`src/rtl/iadd_pkg.sv`:
```
package iadd_pkg;
  localparam int FLAG_Z = 0;
  localparam int FLAG_S = 1;
  localparam int FLAG_C = 2;
  localparam int FLAG_V = 3;
  localparam int NFLAGS = 4;

  typedef struct packed {
    logic ovf;
    logic cry;
    logic sgn;
    logic zro;
  } flags_t;
endpackage

```
`src/rtl/iadd_operand_prep.sv`:
```
module iadd_operand_prep #(
  parameter int WIDTH = 32
) (
  input  logic [WIDTH-1:0] raw,
  input  logic             neg,
  output logic [WIDTH-1:0] prepped
);
  always_comb prepped = neg ? (~raw + {{(WIDTH-1){1'b0}}, 1'b1}) : raw;
endmodule

```
`src/rtl/iadd_core.sv`:
```
module iadd_core #(
  parameter int WIDTH = 32
) (
  input  logic [WIDTH-1:0] a,
  input  logic [WIDTH-1:0] b,
  input  logic             cin,
  output logic [WIDTH-1:0] sum,
  output iadd_pkg::flags_t fl
);
  logic [WIDTH:0] ab_wide;
  logic [WIDTH-1:0] total;
  logic a_pos, b_pos;

  always_comb begin
    ab_wide = {1'b0, a} + {1'b0, b};
    total   = ab_wide[WIDTH-1:0] + {{(WIDTH-1){1'b0}}, cin};
    a_pos   = !a[WIDTH-1] && (a != '0);
    b_pos   = !b[WIDTH-1] && (b != '0);
    sum     = total;
    fl.zro  = (total == '0);
    fl.sgn  = total[WIDTH-1];
    fl.cry  = ab_wide[WIDTH];
    fl.ovf  = a_pos && b_pos && total[WIDTH-1];
  end
endmodule

```
`src/rtl/iadd_flags_unit.sv`:
```
module iadd_flags_unit #(
  parameter int WIDTH = 32
) (
  input  logic             clk,
  input  logic             rst,
  input  logic             in_vld,
  input  logic [WIDTH-1:0] opa,
  input  logic [WIDTH-1:0] opb,
  input  logic             neg_a,
  input  logic             neg_b,
  input  logic             ext_en,
  input  logic             flag_we,
  output logic             res_vld,
  output logic [WIDTH-1:0] res_data,
  output logic [3:0]       flags
);
  import iadd_pkg::*;

  logic [WIDTH-1:0] a_p, b_p, sum_c;
  flags_t fl_c, fl_q;
  logic cin;

  iadd_operand_prep #(.WIDTH(WIDTH)) u_prep_a (.raw(opa), .neg(neg_a), .prepped(a_p));
  iadd_operand_prep #(.WIDTH(WIDTH)) u_prep_b (.raw(opb), .neg(neg_b), .prepped(b_p));

  always_comb cin = ext_en && fl_q.cry;

  iadd_core #(.WIDTH(WIDTH)) u_core (.a(a_p), .b(b_p), .cin(cin), .sum(sum_c), .fl(fl_c));

  always_ff @(posedge clk) begin
    if (rst) begin
      res_vld  <= 1'b0;
      res_data <= '0;
      fl_q     <= '0;
    end else begin
      res_vld <= in_vld;
      if (in_vld) begin
        res_data <= sum_c;
        if (flag_we) fl_q <= fl_c;
      end
    end
  end

  always_comb flags = fl_q;


  hold_result_chk: assert property (@(posedge clk) disable iff (rst)
    !in_vld |=> (!res_vld && $stable(res_data)));

  flags_hold_chk: assert property (@(posedge clk) disable iff (rst)
    !(in_vld && flag_we) |=> $stable(flags));

  zero_flag_chk: assert property (@(posedge clk) disable iff (rst)
    (in_vld && flag_we) |=> (flags[FLAG_Z] == (res_data == '0)));

  sign_flag_chk: assert property (@(posedge clk) disable iff (rst)
    (in_vld && flag_we) |=> (flags[FLAG_S] == res_data[WIDTH-1]));

  no_overflow_chk: assert property (@(posedge clk) disable iff (rst)
    (in_vld && flag_we && (a_p[WIDTH-1] || b_p[WIDTH-1])) |=> !flags[FLAG_V]);

  valid_lat_chk: assert property (@(posedge clk) disable iff (rst)
    in_vld |=> res_vld);
endmodule

```
`config.mk`:
```
export PLATFORM = sky130hd
export DESIGN_NAME = iadd_flags_unit
export DESIGN_NICKNAME = d
export VERILOG_FILES = /design/src/rtl/iadd_pkg.sv /design/src/rtl/iadd_operand_prep.sv /design/src/rtl/iadd_core.sv /design/src/rtl/iadd_flags_unit.sv
export SDC_FILE = /design/constraint.sdc
export NUM_CORES = 1
export LEC_CHECK = 0
export BUFFER_PORTS_ARGS = -buffer_cell sky130_fd_sc_hd__buf_2
export CAP_MARGIN = 15
export CORE_ASPECT_RATIO = 1.2
export CORE_MARGIN = 1
export CORE_UTILIZATION = 63
export CTS_BUF_LIST = sky130_fd_sc_hd__clkbuf_4 sky130_fd_sc_hd__clkbuf_8
export DETAILED_ROUTE_END_ITERATION = 10
export PLACE_DENSITY = 0.93
export SETUP_SLACK_MARGIN = 0.3
export SLEW_MARGIN = 20
export SYNTH_ARGS = -nofsm -noshare
export SYNTH_HDL_FRONTEND = slang
export SYNTH_SLANG_ARGS = --single-unit
```
`constraint.sdc`:
```
create_clock -name clk -period 14.5 [get_ports clk]
set_input_delay 0.725 -clock clk [delete_from_list [all_inputs] [get_ports clk]]
set_output_delay 0.725 -clock clk [all_outputs]
set_load 0.02 [all_outputs]
```
==> results of run 1 <==
==> state kept, by name, summed over array words and instances (netlist names) <==
name      flops
res_vld       1
flags         4
res_data     32
==> how the worst max path moves through the flow <==
stage	end	slack (ps)	cells past startpoint
final	flags[0]	7950	23
after global routing	flags[0]	7490	22
after CTS	flags[0]	7990	22
after detailed placement	flags[0]	7710	22
after global placement	flags[0]	7950	20
after floorplan	flags[0]	8170	20
==> cells in the final DEF (no fill, tap or decap), types with 4 or more instances in the layout <==
cell | synthesis | final
nand4_1 | 16 | 16
a211oi_1 | 17 | 17
nand2b_1 | 7 | 7
xor2_1 | 52 | 52
nand3b_1 | 5 | 5
or3_1 | 22 | 22
and3_1 | 10 | 10
nor2_1 | 68 | 68
o21ai_0 | 24 | 24
a21oi_1 | 26 | 26
nand2_1 | 44 | 44
mux2i_1 | 14 | 14
o41ai_1 | 14 | 14
or2_2 | 10 | 10
nor4_1 | 11 | 11
inv_1 | 34 | 34
ha_1 | 34 | 34
o211ai_1 | 6 | 6
xnor2_1 | 71 | 71
nor3_1 | 18 | 18
dfxtp_1 | 37 | 37
a21o_1 | 12 | 12
o31ai_1 | 30 | 30
o21a_1 | 5 | 5
buf_2 | 1 | 107
and2_1 | 8 | 8
nor2b_1 | 9 | 9
nand3_1 | 17 | 17
clkbuf_8 | 0 | 5
or4_1 | 13 | 13
a31oi_1 | 6 | 6
and4_1 | 4 | 4
==> worst register-to-register path: cells and delay by family (launching register included) <==
family / cells / cell delay, ps
flip-flops: 1 / 360
XOR/XNOR: 1 / 130
AND/OR/NAND/NOR: 11 / 3450
adder cells (fa/ha/maj): 2 / 450
AO/OA/AOI/OAI: 1 / 170
==> logic make-up after synthesis <==
| group | count (synthesis) | share of synthesized area [%] |
|---|---|---|
| compound gates | 187 | 24.3 |
| buf+inv | 57 | 4.02 |
| simple gates | 280 | 26.7 |
| xor+xnor | 129 | 21.1 |
| fa+ha+maj | 37 | 8.12 |
| flops | 37 | 12.9 |
| mux | 16 | 2.84 |
==> area by class of cell <==
| cell class | count | area (sq um) |
|---|---|---|
| repair buffers | 107 | 536 |
| multi-input cells | 649 | 4760 |
| clock buffers | 5 | 68.8 |
| well taps | 117 | 146 |
| flip-flops and latches | 37 | 741 |
| fillers | 728 | 2300 |
| clock inverters | 3 | 17.5 |
| inverters | 34 | 128 |
==> metal layers <==
metal	global-route usage, %	vias up
met5	0	-
met4	12.9	0
met2	53.7	261
li1	-	2961
met3	2.25	48
met1	40.2	2749
==> stage by stage <==
step	hold WS [ps]	util, %	instance area, sq um	power, mW	setup slack [ps]
floorplan	543	-	5730	0.434	8170
global placement	453	72.5	6310	0.509	7950
detailed placement	468	72.5	6310	0.527	7710
CTS	478	73.5	6400	0.598	7990
global route	502	73.5	6400	0.650	7490
finish	476	73.5	6400	0.603	7950
==> report_power, final <==
part / leakage, nW / internal [mW] / switching (mW)
sequential: 0.306 / 0.117 / 0.00746
combinational: 2.26 / 0.157 / 0.252
clock: 0.0439 / 0.0331 / 0.0370
==> summary.md, run 1 <==
Setup path
* Critical Path, Cell by Cell: buf_2 > inv_1 > ha_1 > or3b_2 > or2_2 > o31ai_1 > xnor2_1 > ha_1 > nand2_1 > o21ai_0 > o31ai_1 > maj3_1 > o31ai_1 > xnor2_1 > nor3_1 > and3_1 > nand3_1 > or4_1 > nor4_1 > xor2_1 > or4_1 > nor4_2 > a31o_1
* launching point of the worst reg2reg path: flags[2]
* gate family responsible for the most delay along the worst path: simple AND/OR/NAND/NOR gates
* delay contributed by the slowest stage of the critical path: 600 ps
* slowest library cell on the worst path: or4_1
* data required time at the worst endpoint: 14730 ps
* crit-path max FO: 7
* reg2reg setup slack: 9900 ps
* destination of the worst register-to-register timing path: flags[0]
* Most common cell on crit path: o31ai_1
* arrival time at the worst endpoint: 6780 ps
* cell count of the worst reg-to-reg path: 15
* nature of the critical path startpoint: input pin
* critical path type: in -> reg
* crit path launch: opb[1]
* Buffers & Inverters on Critical Path: 2
* CP endpoint kind: flip-flop

Detailed routing
* Max Used Layer: met4
* number of nets still failing antenna checks after routing: 0
* total DRC errors in the routed layout: 0
* drt via density: 6.32
* sum of routed wire segments on met1: 6420 microns
* met2 wire length: 7020 microns
* vias after detailed routing: 6019
* Total Wirelength: 14700 microns
* Wirelength per Cell: 15.4 microns
* DRT Pass-1 Iters: 5
* violation count after the first detailed-route iteration: 401
* total length of routed met3 wires: 803 microns

Global routing
* overflow left after global routing: 0
* via count of the first global-routing pass: 5573
* pin count of the biggest net entering global routing: 55
* first-pass GRT wire length: 24500 microns
* initial antenna violation count: 0
* Tot GR Track Use: 31.5%

Timing
* final slew viol count: 0
* post-route minimum period: 6550 ps
* final hold violations: 0
* setup_tns: 0 ps
* setup skew after layout: 5.77 ps
* maximum clock frequency: 153 MHz
* final clock period utilization by the worst path: 45.2%
* unrepaired setup endpoints after global routing: false
* Slew @ Worst Pin: 966 ps
* worst relative slew slack: 35.6%
* Finish-stage setup viols: 0

Placed design
* weighted congestion at the end of routability-driven global placement: 0.925
* DP Wirelength: 12200 microns
* IO Port Bufs: 107
* cell count after placement: 944

CTS
* quantity of gates resized following cts: 0
* latest clock arrival within the worst-skew pair: 290 ps
* root cell of the clock tree: clkbuf_8
* clock-pin slew on the worst setup and hold paths: 70 ps
* number of buffers inserted for hold repair after clock tree synthesis: 0
* CTS buffer count: 5
* TritonCTS clock tree: done
* buffers inserted during post-CTS setup optimization: 0
* number of buffers on the longest clock path: 2
* count of clock tree sinks: 37
* count of H-tree levels built during CTS: 2

Die
* Top-Level Pins: 108
* die boundary width: 89.1 microns
* initial standard-cell utilization of the core: 65.9%
* Floorplan Core Area: 8700 sq um
* FP Rows: 37
* die area: 9490 sq um
* height of the die: 107 microns

Power and ir drop
* power per cell area: 94.2 nW/um^2
* leakage power total: 2.61 nW
* worst vdd ir: 0.0376 mV

Yosys
* biggest area consumer among synthesized cells: dfxtp_1
* count leader, synth: xnor2_1
* syn_nets: 849
* post-synthesis async set-or-reset flop share: 0%
* sequential area share after synthesis: 12.9%
* mean cell area of the mapped netlist: 7.72 sq um
* number of distinct library cell variants in the gate-level netlist after synthesis: 82
* Warnings, synthesis: 0
* total of flip-flops plus latches after synthesis: 37
* share of Yosys cell area claimed by the top area cell type: 12.9%
* predominant post-synthesis flop cell: dfxtp_1
* EDFF count, synth: 0
* Mapped Cells: 743
* most area-consuming cells after synthesis: dfxtp_1 13%, xnor2_1 11%, xor2_1 7.9%
* post-synthesis instance area: 5730 sq um
* most frequent cells after synthesis: 71 x xnor2_1, 68 x nor2_1, 52 x xor2_1, 44 x nand2_1, 37 x dfxtp_1

Hold path
* origin of the worst min-delay path: flags[3]
* number of cells traversed by the worst hold path: 2
* Hold Path Sink: flags[3]
* Hold Path Class: reg -> reg

Run status
* outcome: complete, no violations

Flow run
* Max-Cap Viols: 0

Final layout
* Ant. Diodes: 0
* proportion of layout cells with a drive suffix above 1: 18.9%
* Post-layout nets: 940
* Cell Count, Final, Fillers Out: 952
* area overhead of the layout relative to synthesis: 11.6%

Note: power is estimated with default switching activity, not from simulation.
==> run 2: changes to the inputs <==
Settings changed: CORE_UTILIZATION 63 to 53, PLACE_DENSITY 0.93 to 0.84.
Clock period 14.5 ns to 5.56 ns, I/O delays scaled along.
==> run 2 against run 1 <==
Compared with the run above:
- global-route usage down 6.4 points
- flip-flop and latch count unchanged
- combinational power rose to 3.0 times the previous value
- design area up 10%
- core utilization down 6.4 points
- register-to-register slack worse by 8400 ps
- critical endpoint unchanged
- clock-buffer cell count up 2
- die area up 18%
==> summary.md, run 2 (synthesis results as in run 1) <==
Run status
* outcome: complete, no violations

CTS
* latest clock arrival within the worst-skew pair: 290 ps, about the same
* TritonCTS clock tree: done
* count of H-tree levels built during CTS: 2, unchanged
* number of buffers on the longest clock path: 2, unchanged
* root cell of the clock tree: clkbuf_8
* CTS buffer count: 5, unchanged
* number of buffers inserted for hold repair after clock tree synthesis: 0, unchanged
* count of clock tree sinks: 37, unchanged
* clock-pin slew on the worst setup and hold paths: 70 ps, about the same

Power and ir drop
* switching fraction of total power: 47.3%, -1.8 points
* internal cell power: 914 uW, +200%
* leakage power total: 2.91 nW, +12%
* power per cell area: 246 nW/um^2, +160%
* switching pwr: 821 uW, +180%
* worst vdd ir: 0.0980 mV, +160%
* portion of total power attributed to combinational logic: 70.4%, +2.7 points
* Final Power: 1.74 mW, +190%
* part of the power in the clock network: 10.9%, -0.7 points
* part of the total power dissipated in sequential elements: 18.7%, -1.9 points

Timing
* post-route minimum period: 5310 ps
* Finish-stage setup viols: 0, unchanged
* final slew viol count: 0, unchanged
* Slew @ Worst Pin: 680 ps, -286 ps
* worst relative slew slack: 54.6%, +19 points
* final hold violations: 0, unchanged
* setup skew after layout: 5.30 ps, -0.473 ps
* final clock period utilization by the worst path: 95.4%
* maximum clock frequency: 188 MHz
* unrepaired setup endpoints after global routing: true

Final layout
* most used cells in the layout excluding fill and tap cells: 105 x buf_2, 67 x nor2_1, 63 x xnor2_1
* Post-layout nets: 983, +4.6%
* Cell Count, Final, Fillers Out: 1006, +5.7%
* register with the highest flop count: res_data
* total of fill cells in the finished design: 908, +25%
* total non-filler cell area in the finished layout: 7060 sq um, +10%
* Ant. Diodes: 0, unchanged
* commonest non-fill, non-tap cell in the layout: buf_2
* Core Util, Final: 67.1%, -6.4 points
* area overhead of the layout relative to synthesis: 23.1%
* proportion of layout cells with a drive suffix above 1: 27.0%, +8.1 points
* flip-flop count of the largest register, all copies and words added: 32, unchanged

Setup path
* nature of the critical path startpoint: input pin
* cell count of the worst reg-to-reg path: 16, +1
* Critical Path, Cell by Cell: buf_8 > inv_4 > ha_4 > or3b_4 > or2_4 > o31ai_4 > xnor2_2 > ha_4 > or3_4 > o31ai_2 > maj3_2 > buf_6 > xor2_4 > nand4_1 > nor3_2 > and3_4 > nand3_4 > or4_4 > buf_4 > nor2_4 > xnor2_2 > or4_1 > nor4_2 > a31o_1
* delay contributed by the slowest stage of the critical path: 580 ps, -20 ps
* slowest library cell on the worst path: or4_4
* data required time at the worst endpoint: 5790 ps, -8940 ps
* critical path type: in -> reg
* arrival time at the worst endpoint: 5540 ps, -1240 ps
* crit-path max FO: 5, -2
* CP endpoint kind: flip-flop

Hold path
* number of cells traversed by the worst hold path: 3, +1
* Hold Path Class: in -> reg

Placed design
* placed cell area: 6680 sq um, +5.7%
* DP Wirelength: 12100 microns, -1.3%
* weighted congestion at the end of routability-driven global placement: 0.925, about the same
* cell count after placement: 986, +4.4%
* IO Port Bufs: 107, unchanged

Global routing
* first-pass GRT wire length: 23600 microns, -3.6%
* initial antenna violation count: 0, unchanged
* Tot GR Track Use: 25.0%, -6.4 points
* via count of the first global-routing pass: 5319, -4.6%
* pin count of the biggest net entering global routing: 55, unchanged
* overflow left after global routing: 0, unchanged

Detailed routing
* violation count after the first detailed-route iteration: 344, -14%
* drt via density: 5.98, -5.5%
* vias after detailed routing: 6012, -0.12%
* Total Wirelength: 15200 microns, +3.8%
* DRT Pass-1 Iters: 5, unchanged
* number of nets still failing antenna checks after routing: 0, unchanged
* Wirelength per Cell: 15.2 microns, -1.7%
* total DRC errors in the routed layout: 0, unchanged

Flow run
* Max-Cap Viols: 0, unchanged

Die
* Floorplan Core Area: 10500 sq um, +21%
* Top-Level Pins: 108, unchanged
* die boundary width: 96.9 microns, +8.8%
* FP Rows: 41, +11%
* initial standard-cell utilization of the core: 54.5%, -11 points
* height of the die: 116 microns, +8.9%
* die area: 11200 sq um, +18%

-- run 2: cell count changes in the layout (fill, tap and decap cells not counted), sizes merged --
cell | before | now
clkinv | 2 | 0
clkbuf | 5 | 7
buf | 107 | 150
clkinvlp | 1 | 0
-- run 2: area by class of cell --
class | count | area (sq um) | share of cell area (%)
clock buffer | 7 | 90.1 | 1.28
sequential | 37 | 741 | 10.5
timing repair buffer | 150 | 878 | 12.4
inverter | 34 | 133 | 1.88
multi-input combinational | 649 | 5060 | 71.6
tap | 129 | 161 | 2.29
-- run 2: through the flow --
step / hold slack, ps / setup TNS [ps] / worst slack, ps
6_report: 415 / 0 / 254
5_1_grt: 438 / 0 / 19.2
4_1_cts: 415 / 0 / 307
3_5_place_dp: 459 / -94.8 / -71.1
3_3_place_gp: 452 / 0 / 97.1
2_1_floorplan: 527 / 0 / 305
-- run 2: power by group through the flow --
stage,combinational (mW),clock (mW),sequential (mW)
floorplan,0.794,0,0.378
global placement,1.11,0,0.330
detailed placement,1.13,0,0.330
CTS,1.15,0.194,0.325
global route,1.33,0.204,0.329
finish,1.22,0.188,0.325
-- run 2: worst max-delay path: cells and delay by family --
kind,cells,cell delay (ps)
and+or+nand+nor,11,3120
adders and majority gates,3,590
AOI/OAI and AO/OA,3,700
xor gates and xnor gates,3,390
buffers and inverters,4,450
-- run 2: final timing paths --
kind                start            to  slack [ps]
max                opb[1]      flags[0]         250
min               flag_we      flags[1]         420
max reg2reg      flags[2]      flags[0]        1530
min reg2reg  res_data[10]  res_data[10]         470
-- run 2: routing by layer --
layer  GRT usage, %  wire length [microns]
met1           32.1                   6930
met2           44.7                   7380
met3           1.57                    662
met4           8.66                    272
met5              0                      0
-- run 2: repair_timing --
action / 4_1_cts / 5_1_grt
setup buffers: 4 / 9
endpoints found under the setup margin: 2 / 10
resized for setup: 1 / 41
pin swaps: 5 / 20
